--- src/rtl/wbm_pkg.sv ---
package wbm_pkg;
    localparam int LANE_W = 8;
    localparam int LANES  = 4;
    localparam int DW     = LANE_W * LANES;
    localparam int OFF_W  = $clog2(LANES);
    localparam int NB_W   = OFF_W + 1;
    localparam int SH_W   = NB_W + 1;
    localparam int LVL_W  = 3;

    typedef enum logic [1:0] {KIND_RD = 2'd0, KIND_WR = 2'd1, KIND_TAS = 2'd2, KIND_IACK = 2'd3} kind_e;
    typedef enum logic [1:0] {RS_OK = 2'd0, RS_BUSERR = 2'd1, RS_SPURIOUS = 2'd2, RS_AUTOVEC = 2'd3} status_e;
    typedef enum logic [1:0] {TAG_MEM = 2'd0, TAG_RMW = 2'd1, TAG_IACK = 2'd2, TAG_RSVD = 2'd3} tag_e;
    typedef enum logic [1:0] {ST_IDLE = 2'd0, ST_ACCESS = 2'd1, ST_RETRY = 2'd2, ST_HOLD = 2'd3} fsm_e;

    // operand size code to byte count
    function automatic logic [NB_W-1:0] size_bytes(input logic [1:0] sz);
        case (sz)
            2'd0:    size_bytes = NB_W'(1);
            2'd1:    size_bytes = NB_W'(2);
            default: size_bytes = NB_W'(LANES);
        endcase
    endfunction

    // lanes between the operand's last byte and the end of a two-word window
    function automatic logic [SH_W-1:0] lane_shift(input logic [OFF_W-1:0] off, input logic [NB_W-1:0] nb);
        lane_shift = SH_W'(2 * LANES) - SH_W'(off) - SH_W'(nb);
    endfunction
endpackage

--- src/rtl/wbm_lane_map.sv ---
module wbm_lane_map
    import wbm_pkg::*;
(
    input  logic [OFF_W-1:0] off_i,
    input  logic [NB_W-1:0]  nb_i,
    input  logic [DW-1:0]    data_i,
    output logic [LANES-1:0] sel0_o,
    output logic [LANES-1:0] sel1_o,
    output logic [DW-1:0]    dat0_o,
    output logic [DW-1:0]    dat1_o,
    output logic             split_o
);
    localparam int WL = 2 * LANES;

    logic [SH_W-1:0]   sh;
    logic [WL-1:0]     mask2;
    logic [DW-1:0]     masked;
    logic [2*DW-1:0]   win;

    // keep only the operand bytes of the right-justified value
    for (genvar g = 0; g < LANES; g++) begin : g_mask
        assign masked[g*LANE_W +: LANE_W] = (NB_W'(g) < nb_i) ? data_i[g*LANE_W +: LANE_W] : '0;
    end

    always_comb begin
        sh      = lane_shift(off_i, nb_i);
        mask2   = ((WL'(1) << nb_i) - WL'(1)) << sh;
        win     = {{DW{1'b0}}, masked} << (32'(sh) * LANE_W);
        sel0_o  = mask2[WL-1:LANES];
        sel1_o  = mask2[LANES-1:0];
        dat0_o  = win[2*DW-1:DW];
        dat1_o  = win[DW-1:0];
        split_o = |mask2[LANES-1:0];
    end

    always_comb begin
        assert_lane_count_R1: assert ($countones(mask2) == 32'(nb_i))
            else $error("select count differs from operand size");
    end
endmodule

--- src/rtl/wbm_rd_align.sv ---
module wbm_rd_align
    import wbm_pkg::*;
(
    input  logic [2*DW-1:0]  win_i,
    input  logic [OFF_W-1:0] off_i,
    input  logic [NB_W-1:0]  nb_i,
    output logic [DW-1:0]    val_o
);
    logic [SH_W-1:0] sh;
    logic [DW-1:0]   low;

    always_comb begin
        sh  = lane_shift(off_i, nb_i);
        low = DW'(win_i >> (32'(sh) * LANE_W));
    end

    for (genvar g = 0; g < LANES; g++) begin : g_keep
        assign val_o[g*LANE_W +: LANE_W] = (NB_W'(g) < nb_i) ? low[g*LANE_W +: LANE_W] : '0;
    end
endmodule

--- src/rtl/wbm_biu.sv ---
module wbm_biu
    import wbm_pkg::*;
#(
    parameter int AW = 32
) (
    input  logic                clk,
    input  logic                rst_n,
    input  logic                req_valid,
    output logic                req_ready,
    input  logic [1:0]          req_kind,
    input  logic [1:0]          req_size,
    input  logic [AW-1:0]       req_addr,
    input  logic [DW-1:0]       req_wdata,
    input  logic                req_hold,
    output logic                rsp_valid,
    output logic [1:0]          rsp_status,
    output logic [DW-1:0]       rsp_rdata,
    output logic                wb_cyc_o,
    output logic                wb_stb_o,
    output logic                wb_we_o,
    output logic                wb_lock_o,
    output logic [1:0]          wb_tag_o,
    output logic [AW-3:0]       wb_adr_o,
    output logic [LANES-1:0]    wb_sel_o,
    output logic [DW-1:0]       wb_dat_o,
    input  logic [DW-1:0]       wb_dat_i,
    input  logic                wb_ack_i,
    input  logic                wb_err_i,
    input  logic                wb_rty_i
);
    localparam int WA = AW - 2;

    fsm_e               state_q, state_d;
    kind_e              kind_q, kind_in;
    logic [NB_W-1:0]    nb_q;
    logic [OFF_W-1:0]   off_q;
    logic [WA-1:0]      word_q;
    logic [DW-1:0]      wdata_q, rhi_q;
    logic [LANE_W-1:0]  tas_old_q;
    logic               hold_q, beat_q, tasw_q;

    logic [LANES-1:0]   sel0, sel1;
    logic [DW-1:0]      dat0, dat1, rd_val;
    logic [2*DW-1:0]    win_now;
    logic               split, accept;

    logic               fin, go_beat1, go_tasw;
    status_e            fin_st;
    logic [DW-1:0]      fin_dat;

    assign kind_in = kind_e'(req_kind);
    assign accept  = req_valid && req_ready;

    wbm_lane_map u_lane (
        .off_i  (off_q),
        .nb_i   (nb_q),
        .data_i (wdata_q),
        .sel0_o (sel0),
        .sel1_o (sel1),
        .dat0_o (dat0),
        .dat1_o (dat1),
        .split_o(split)
    );

    assign win_now = beat_q ? {rhi_q, wb_dat_i} : {wb_dat_i, {DW{1'b0}}};

    wbm_rd_align u_rd (
        .win_i (win_now),
        .off_i (off_q),
        .nb_i  (nb_q),
        .val_o (rd_val)
    );

    // next state and termination classification
    always_comb begin
        state_d  = state_q;
        fin      = 1'b0;
        fin_st   = RS_OK;
        fin_dat  = '0;
        go_beat1 = 1'b0;
        go_tasw  = 1'b0;
        unique case (state_q)
            ST_IDLE:  if (req_valid) state_d = ST_ACCESS;
            ST_HOLD:  state_d = req_valid ? ST_ACCESS : ST_IDLE;
            ST_RETRY: state_d = ST_ACCESS;
            ST_ACCESS: begin
                if (wb_err_i) begin
                    fin     = 1'b1;
                    fin_st  = (kind_q == KIND_IACK) ? RS_SPURIOUS : RS_BUSERR;
                    state_d = ST_IDLE;
                end else if (wb_rty_i) begin
                    if (kind_q == KIND_IACK) begin
                        fin     = 1'b1;
                        fin_st  = RS_AUTOVEC;
                        state_d = ST_IDLE;
                    end else begin
                        state_d = ST_RETRY;
                    end
                end else if (wb_ack_i) begin
                    if (kind_q == KIND_IACK) begin
                        fin     = 1'b1;
                        fin_dat = DW'(wb_dat_i[LANE_W-1:0]);
                        state_d = ST_IDLE;
                    end else if (!beat_q && split) begin
                        go_beat1 = 1'b1;
                    end else if (kind_q == KIND_TAS && !tasw_q) begin
                        go_tasw = 1'b1;
                    end else begin
                        fin     = 1'b1;
                        if (kind_q == KIND_RD) fin_dat = rd_val;
                        else if (kind_q == KIND_TAS) fin_dat = DW'(tas_old_q);
                        state_d = hold_q ? ST_HOLD : ST_IDLE;
                    end
                end
            end
        endcase
    end

    // state and request registers
    always_ff @(posedge clk or negedge rst_n) begin
        if (!rst_n) begin
            state_q    <= ST_IDLE;
            kind_q     <= KIND_RD;
            nb_q       <= NB_W'(1);
            off_q      <= '0;
            word_q     <= '0;
            wdata_q    <= '0;
            rhi_q      <= '0;
            tas_old_q  <= '0;
            hold_q     <= 1'b0;
            beat_q     <= 1'b0;
            tasw_q     <= 1'b0;
            rsp_valid  <= 1'b0;
            rsp_status <= RS_OK;
            rsp_rdata  <= '0;
        end else begin
            state_q   <= state_d;
            rsp_valid <= fin;
            if (fin) begin
                rsp_status <= fin_st;
                rsp_rdata  <= fin_dat;
            end
            if (accept) begin
                kind_q  <= kind_in;
                nb_q    <= (kind_in == KIND_TAS || kind_in == KIND_IACK) ? NB_W'(1) : size_bytes(req_size);
                off_q   <= (kind_in == KIND_IACK) ? '0 : req_addr[OFF_W-1:0];
                word_q  <= (kind_in == KIND_IACK) ? {{(WA-LVL_W){1'b1}}, req_addr[LVL_W-1:0]}
                                                  : req_addr[AW-1:2];
                wdata_q <= req_wdata;
                hold_q  <= req_hold && (kind_in == KIND_RD || kind_in == KIND_WR);
                beat_q  <= 1'b0;
                tasw_q  <= 1'b0;
            end
            if (go_beat1) begin
                beat_q <= 1'b1;
                rhi_q  <= wb_dat_i;
            end
            if (go_tasw) begin
                tasw_q    <= 1'b1;
                tas_old_q <= rd_val[LANE_W-1:0];
                wdata_q   <= DW'(rd_val[LANE_W-1:0] | 8'h80);
            end
        end
    end

    // bus and handshake outputs
    always_comb begin
        req_ready = (state_q == ST_IDLE) || (state_q == ST_HOLD);
        wb_cyc_o  = (state_q != ST_IDLE);
        wb_stb_o  = (state_q == ST_ACCESS);
        wb_we_o   = (kind_q == KIND_WR) || (kind_q == KIND_TAS && tasw_q);
        wb_lock_o = (kind_q == KIND_TAS) && (state_q == ST_ACCESS || state_q == ST_RETRY);
        unique case (kind_q)
            KIND_TAS:  wb_tag_o = TAG_RMW;
            KIND_IACK: wb_tag_o = TAG_IACK;
            default:   wb_tag_o = TAG_MEM;
        endcase
        if (kind_q == KIND_IACK) begin
            wb_adr_o = word_q;
            wb_sel_o = LANES'(1);
        end else begin
            wb_adr_o = beat_q ? word_q + WA'(1) : word_q;
            wb_sel_o = beat_q ? sel1 : sel0;
        end
        wb_dat_o = wb_we_o ? (beat_q ? dat1 : dat0) : '0;
    end

    assert_err_drops_cyc_R4: assert property (@(posedge clk) disable iff (!rst_n)
        wb_stb_o && wb_err_i |=> !wb_cyc_o && !wb_stb_o)
        else $error("cycle still open after error");

    assert_rty_gap_R5: assert property (@(posedge clk) disable iff (!rst_n)
        wb_stb_o && wb_rty_i && !wb_err_i && wb_tag_o != TAG_IACK |=> wb_cyc_o && !wb_stb_o && !rsp_valid)
        else $error("memory retry not followed by a strobe gap");

    assert_iack_beat_R6: assert property (@(posedge clk) disable iff (!rst_n)
        wb_stb_o && wb_tag_o == TAG_IACK |-> wb_sel_o == 4'b0001 && !wb_we_o)
        else $error("acknowledge beat malformed");

    assert_rmw_lock_R8: assert property (@(posedge clk) disable iff (!rst_n)
        wb_stb_o && wb_tag_o == TAG_RMW |-> wb_lock_o)
        else $error("read-modify-write beat without lock");

    assert_single_rsp_R10: assert property (@(posedge clk) disable iff (!rst_n)
        rsp_valid |=> !rsp_valid)
        else $error("response pulse longer than one clock");

    assert_rsp_after_term_R10: assert property (@(posedge clk) disable iff (!rst_n)
        $rose(rsp_valid) |-> $past(wb_stb_o && (wb_ack_i || wb_err_i || wb_rty_i)))
        else $error("response without a terminated beat");

    assert_stb_in_cyc_R10: assert property (@(posedge clk) disable iff (!rst_n)
        wb_stb_o |-> wb_cyc_o)
        else $error("strobe outside cycle");
endmodule

--- config.mk ---
export PLATFORM = sky130hd
export DESIGN_NAME = wbm_biu
export DESIGN_NICKNAME = d
export VERILOG_FILES = /design/src/rtl/wbm_pkg.sv /design/src/rtl/wbm_lane_map.sv /design/src/rtl/wbm_rd_align.sv /design/src/rtl/wbm_biu.sv
export SDC_FILE = /design/constraint.sdc
export NUM_CORES = 1
export LEC_CHECK = 0
export ABC_AREA = 1
export BUFFER_PORTS_ARGS = -buffer_cell sky130_fd_sc_hd__buf_2
export CAP_MARGIN = 20
export CORE_ASPECT_RATIO = 1.1
export CORE_UTILIZATION = 60
export CTS_BUF_LIST = sky130_fd_sc_hd__clkbuf_4 sky130_fd_sc_hd__clkbuf_8
export DETAILED_ROUTE_END_ITERATION = 7
export PLACE_DENSITY = 0.85
export SLEW_MARGIN = 20
export SYNTH_ARGS = -nofsm -noshare
export SYNTH_HDL_FRONTEND = slang
export SYNTH_HIERARCHICAL = 1
export SYNTH_SLANG_ARGS = --single-unit
export TNS_END_PERCENT = 5
--- constraint.sdc ---
create_clock -name clk -period 6 [get_ports clk]
set_clock_uncertainty 0.15 [all_clocks]
set_input_delay 0 -clock clk [delete_from_list [all_inputs] [get_ports clk]]
set_output_delay 0 -clock clk [all_outputs]
set_load 0.01 [all_outputs]
# Word level (Yosys, flattened, before mapping)
# Cells that the tools add are included.
# totals
reg_bits,149
in_bits,107
out_inout_bits,108
wordCells,133
# op_classes
addsub,4
n_lt_le_gt_ge,4
eq_ne,14
n_shift,4
mux,71
n_reduce_logical,22
# ops
op,count
32-bit 2-to-1 mux,12
30-bit 2-to-1 mux,3
8-bit 2-to-1 mux,9
64-bit 2-to-1 mux,1
32-bit by 7-bit << shifter with 64-bit output,1
64-bit by 7-bit >> shifter with 32-bit output,1
30-bit by 1-bit adder with 30-bit output (second input constant),1
2-bit 2-to-1 mux,15
1-bit 2-to-1 mux,25
2-bit == test (second input constant),6
5-bit by 4-bit != test with 1-bit output (second input constant),2
2-bit by 1-bit == test with 1-bit output (second input constant),4
2-bit zero test,4
4-bit 2-to-1 mux,2
2-bit case mux with 4 select lines,1
1-bit by 3-bit << shifter with 8-bit output (first input constant),1
8-bit by 4-bit << shifter with 8-bit output,1
8-bit by 2-bit subtractor with 8-bit output (second input constant),1
1-bit logical AND,6
1-bit by 3-bit less-than comparator with 1-bit output (first input constant),2
2-bit by 3-bit less-than comparator with 1-bit output (first input constant),2
3-bit case mux with 2 select lines,1
2-bit nonzero test,3
1-bit logical OR,5
other kinds (9),10

# Depth between registers and ports, before layout
# logic_depth
depth_word,12
ltp_mapped,20
ltp_nobuf,19

# By module
# Netlist, hierarchy kept.
# modules_own_cells
module,instances,cells_each,area_per_inst_um2,seq_area_each_um2
wbm_biu,1,1141,8255.4,3729.8
wbm_rd_align,1,445,1975.6,0.0
wbm_lane_map,1,385,1799.2,0.0

# Worst setup path after synthesis
# OpenSTA, ideal clock, no wires.
# synth_path
path_kind,register to register
start,register nb_q[0]
end,register wdata_q[21]
setup_ns,0.121
arrival_ns,2.979
setup_slack_ns,2.751
stages_incl_launch_ff,19
path_buffers,3
synth_period_minus_slack_ns,3.249
path_cell_list,dfstp_2 -> inv_2 -> ha_1 -> ha_1 -> fa_1 -> buf_2 -> inv_2 -> nand2_4 -> inv_1 -> nand3_1 -> nand3_1 -> nand2_1 -> nand2_1 -> nor2_2 -> nand2_4 -> inv_2 -> buf_6 -> buf_6 -> a21oi_1
# synth_between
elab_chain_cells,12
word_cells_on_any_way,14
classes_between,2 x add/sub; 2 x shift; 7 x mux; 3 x reduce/logical
# synth_lines
item,line,rtl
start: declaration,wbm_biu.sv:35,logic [NB_W-1:0] nb_q;
start signal: assignment,wbm_biu.sv:145,nb_q <= (kind_in == KIND_TAS || kind_in == KIND_IACK) ? NB_W'(1) : size_bytes(req_size);
1-bit by 3-bit << shifter with 8-bit output,wbm_lane_map.sv:27,mask2 = ((WL'(1) << nb_i) - WL'(1)) << sh;
8-bit by 2-bit subtractor with 8-bit output,wbm_lane_map.sv:27,
8-bit by 4-bit << shifter with 8-bit output (*),wbm_lane_map.sv:27,
4-bit OR reduction (*),wbm_lane_map.sv:33,split_o = |mask2[LANES-1:0];
named net split,wbm_biu.sv:45,"logic split, accept;"
1-bit logical AND (*),wbm_biu.sv:104,end else if (!beat_q && split) begin
1-bit 2-to-1 mux (*),wbm_biu.sv:104,
1-bit 2-to-1 mux (*),wbm_biu.sv:100,if (kind_q == KIND_IACK) begin
1-bit 2-to-1 mux (*),wbm_biu.sv:99,end else if (wb_ack_i) begin
1-bit 2-to-1 mux (*),wbm_biu.sv:91,end else if (wb_rty_i) begin
1-bit 2-to-1 mux (*),wbm_biu.sv:87,if (wb_err_i) begin
1-bit 2-to-1 mux (*),wbm_biu.sv:82,unique case (state_q)
32-bit 2-to-1 mux or 2-bit nonzero test (tied branches),-,
end signal: assignment,wbm_biu.sv:149,wdata_q <= req_wdata;
end signal: assignment,wbm_biu.sv:161,wdata_q <= DW'(rd_val[LANE_W-1:0] | 8'h80);
end: declaration,wbm_biu.sv:38,"logic [DW-1:0] wdata_q, rhi_q;"
# The timed path passes the listed nets; every way through them passes the cells marked *.
# A chain may end at the register's enable or synchronous reset.

# Worst setup path in the final report
# layout_path
start,register nb_q[0]
end,register tas_old_q[1]
# layout_between
elab_chain_cells,11
word_cells_on_any_way,15
classes_between,2 x add/sub; 1 x order compare; 3 x shift; 7 x mux; 2 x reduce/logical
# layout_lines
item,line,rtl
1-bit by 3-bit << shifter with 8-bit output,wbm_lane_map.sv:27,
8-bit by 2-bit subtractor with 8-bit output,wbm_lane_map.sv:27,
8-bit by 4-bit << shifter with 8-bit output (*),wbm_lane_map.sv:27,
4-bit OR reduction (*),wbm_lane_map.sv:33,
named net split,wbm_biu.sv:45,
1-bit logical AND (*),wbm_biu.sv:104,
1-bit 2-to-1 mux (*),wbm_biu.sv:104,
1-bit 2-to-1 mux (*),wbm_biu.sv:100,
1-bit 2-to-1 mux (*),wbm_biu.sv:99,
1-bit 2-to-1 mux (*),wbm_biu.sv:91,
1-bit 2-to-1 mux (*),wbm_biu.sv:87,
1-bit 2-to-1 mux (*),wbm_biu.sv:82,
end signal: assignment,wbm_biu.sv:160,tas_old_q <= rd_val[LANE_W-1:0];
end: declaration,wbm_biu.sv:39,logic [LANE_W-1:0] tas_old_q;
# Marks and branches as above.

==> results.sh <==
export IMPL_wl_um=43000
export IMPL_dp_cells=2328
export IMPL_die_h_um=151
export IMPL_cts_root_buf="clkbuf_8"
export IMPL_fin_crit_sh_pct=77.2
export IMPL_rr_worst_depth=17
export IMPL_setup_violations=0
export IMPL_dp_hpwl_um=28500
export IMPL_max_freq_mhz=216
export IMPL_areaGrowthSynthToFinish_pct=19.8
export IMPL_vdd_ir_drop_max_v=0.000392
export IMPL_switching_power_uw=5570
export IMPL_status="completed"
export IMPL_synth_fp_nets=2090
export IMPL_critPathLaunchType="register"
export IMPL_clk_pin_slew_ns=0.10
export IMPL_start_util_pct=62.1
export IMPL_finalSetupTns_ns=0
export IMPL_drtIter0Drc=1566
export IMPL_dr_pass1_iters=6
export IMPL_fin_ws_ns=1.37
export IMPL_vias=14500
export IMPL_switching_share_pct=59.9
export IMPL_cts_buffer_depth=2
export IMPL_wire_per_inst_um=17.4
export IMPL_antenna_found_initial=1
export IMPL_rows=53
export IMPL_p_leak_uw=0.00776
export IMPL_cts_sinks=149
export IMPL_worst_slew_pin_slew_ns=1.02
export IMPL_rsz0062_at_grt="false"
export IMPL_synth_top_area_share_pct=30.8
export IMPL_synth_top_area_cell="dfrtp_1"
export IMPL_drt_vias_per_instance=5.87
export IMPL_worstPathMaxFanout=38
export IMPL_drc=0
export IMPL_overflow=0
export IMPL_slew_headroom_pct=31.8
export IMPL_min_period_ns=4.63
export IMPL_place_ws_ns=1.43
export IMPL_grt_max_degree=88
export IMPL_portBuffers=214
export IMPL_avgSynthCellArea_um2=6.10
export IMPL_post_route_cells_drive_above_1_share_pct=15.2
export IMPL_powerDensity_nw_per_um2=646
export IMPL_worstPathArrival_ns=4.85
export IMPL_nNetsFinal=2335
export IMPL_pin_count=215
export IMPL_die_area_um2=20600
export IMPL_path_buf_inv=5
export IMPL_cts_setup_buffers=0
export IMPL_min_path_type="input pin to register"
export IMPL_min_from="req_wdata[2]"
export IMPL_whs_path_depth=4
export IMPL_internal_power_uw=3730
export IMPL_ys_seq_elements=149
export IMPL_p_comb_share_pct=72.2
export IMPL_instances_no_fill=2476
export IMPL_antenna_left=0
export IMPL_track_usage_pct=42.6
export IMPL_critPathKind="register to register"
export IMPL_synth_warnings=6
export IMPL_n_fill_cell=1600
export IMPL_synthTopCellsByArea="dfrtp_1, nand2_1, nand3_1"
export IMPL_holdPathEnd="wdata_q[2]$_DFFE_PN0P_"
export IMPL_routabilityCongestion=0.979
export IMPL_cpPeakStageDelay_ns=0.67
export IMPL_rrSetupSlack_ns=1.37
export IMPL_r2r_end="tas_old_q[1]$_DFFE_PN0P_"
export IMPL_die_width_um=137
export IMPL_cp_num_cells=17
export IMPL_ctsHtreeMaxLevel=4
export IMPL_grt_pass1_vias=13700
export IMPL_seq_area_frac_synth_pct=31.0
export IMPL_critical_path_top_delay_family="simple AND/OR/NAND/NOR gates"
export IMPL_r2r_start="nb_q[0]$_DFFE_PN1P_"
export IMPL_hold_violations=0
export IMPL_clkLatencyLatePin_ns=0.47
export IMPL_clock_power_share_pct=8.3
export IMPL_critPathCaptureType="register"
export IMPL_cts_buffers=17
export IMPL_yosysUniqueCellTypes=39
export IMPL_cts_tree="done"
export IMPL_syn_inst=1971
export IMPL_slew_violations=0
export IMPL_grt_pass1_wl_um=68100
export IMPL_cts_resized=0
export IMPL_slowest_stage="inv_2"
export IMPL_diodes=0
export IMPL_cap_viol_max_count=0
export IMPL_cp_cell_sequence="inv_2 -> ha_2 -> ha_1 -> fa_1 -> buf_4 -> inv_2 -> nand2_4 -> inv_1 -> nand3_1 -> nand3_1 -> nand2_1 -> nand2_1 -> nor2_2 -> nand2_4 -> inv_2 -> nand2_1 -> o21ai_0"
export IMPL_coreArea_um2=19400
export IMPL_cp_required_ns=6.22
export IMPL_synth_area_um2=12000
export IMPL_power_share_sequential_pct=19.5
export IMPL_whs_ns=0.150
-- sequential cells by signal, summed over array words and instances, names as in the netlist --
signal,cells
word_q,30
rsp_rdata,32
tas_old_q,8
off_q,2
state_q,2
rhi_q,32
beat_q,1
rsp_status,2
wdata_q,32
tasw_q,1
nb_q,3
kind_q,2
rsp_valid,1
hold_q,1
-- per-layer routing --
metal | GRT usage (%) | vias to the layer above | routed length, µm
li1 | - | 6748 | -
met1 | 49.9 | 6652 | 15800
met2 | 71.1 | 916 | 20400
met3 | 8.42 | 229 | 3780
met4 | 27.1 | 0 | 2970
met5 | 0 | - | 0
-- power by group through the flow --
| stage | Combinational, µW | Sequential, µW | Clock (µW) |
|---|---|---|---|
| global route | 7430 | 1850 | 819 |
| floorplan | 5040 | 1670 | 0 |
| finish | 6720 | 1810 | 772 |
| CTS | 6480 | 1780 | 772 |
| global placement | 6290 | 1780 | 0 |
| detailed placement | 6360 | 1800 | 0 |
-- how the worst max path moves through the flow --
| stage | start | to | slack [ns] |
|---|---|---|---|
| 3_3_place_gp | nb_q[0]$_DFFE_PN1P_ | tas_old_q[2]$_DFFE_PN0P_ | 1.62 |
| 2_1_floorplan | nb_q[0]$_DFFE_PN1P_ | wdata_q[21]$_DFFE_PN0P_ | 2.75 |
| 5_1_grt | nb_q[0]$_DFFE_PN1P_ | tas_old_q[6]$_DFFE_PN0P_ | 1.09 |
| 4_1_cts | nb_q[0]$_DFFE_PN1P_ | tas_old_q[1]$_DFFE_PN0P_ | 1.36 |
| 3_5_place_dp | nb_q[0]$_DFFE_PN1P_ | tas_old_q[1]$_DFFE_PN0P_ | 1.43 |
| 6_report | nb_q[0]$_DFFE_PN1P_ | tas_old_q[1]$_DFFE_PN0P_ | 1.37 |
-- synthesized netlist by cell type --
master    instances
nand2_1         736
nand3_1         247
inv_1           183
dfrtp_1         148
o21ai_0         137
nor2_1          127
a21oi_1          94
buf_2            43
o21ai_1          42
clkbuf_1         39
a21oi_2          19
inv_2            17
xor2_1           16
buf_4            13
buf_6            13
nand4_1          12
ha_1             10
nand2_2          10
nand2_4          10
nor2_2           10
buf_1             8
nor3_1            8
nor2_4            5
o22ai_1           4
nand3b_1          3
fa_1              2
o211ai_1          2
xnor2_1           2
a21oi_4           1
a22o_1            1
a31oi_1           1
a32o_1            1
and2_1            1
bufinv_8          1
dfstp_2           1
inv_4             1
nor3_4            1
o21a_1            1
o21ai_4           1
-- cell usage in the layout (no fill, tap or decap), types with 5 or more instances in the layout --
cell	count
nand2_1	736
nand2_2	10
buf_4	12
dfrtp_1	147
nor2_1	127
inv_1	182
nor2_4	5
o21ai_0	137
xor2_1	16
a21oi_2	19
nor2_2	10
buf_2	213
clkbuf_8	19
dlygate4sd3_1	116
nand2_4	10
o21ai_1	42
inv_2	18
nand3_1	247
nor3_1	8
nand4_1	12
inv_6	7
a21oi_1	94
ha_1	8
-- stage by stage --
stage	util (%)	total power, µW	area (µm²)
detailed placement	66.5	8160	12900
floorplan	-	6710	12000
global route	74.4	10100	14400
finish	74.4	9300	14400
CTS	74.4	9030	14400
global placement	66.5	8080	12900
-- area by class of cell --
cell class	instances	area, µm²	share of cell area [%]
Clock inverter	13	109	0.755
Sequential cell	149	3730	25.9
Timing Repair Buffer	342	2330	16.2
Tap cell	247	309	2.14
Multi-Input combinational cell	1504	6900	47.9
Clock buffer	19	262	1.81
Inverter	202	774	5.38
-- worst min-delay path: cells and delay by family --
family	cells	cell delay [ns]
buffers and inverters	2	0.61
and+or+nand+nor	2	0.13
-- cells by family (layout without fill, tap and decap cells) --
family,after synthesis,count (layout),share of synthesized area [%]
compound gates,304,304,13.6
xor+xnor,18,18,1.31
fa+ha+maj,12,12,1.37
buf+inv,318,576,11.7
flops,149,149,31.0
simple gates,1170,1170,41.0
-- timing repair --
item                                    in CTS  in global routing
hold buffers                               116                  0
endpoints found under the hold margin      214                  0
endpoints found under the setup margin       0                  0
Note: power is estimated with default switching activity, not from simulation.
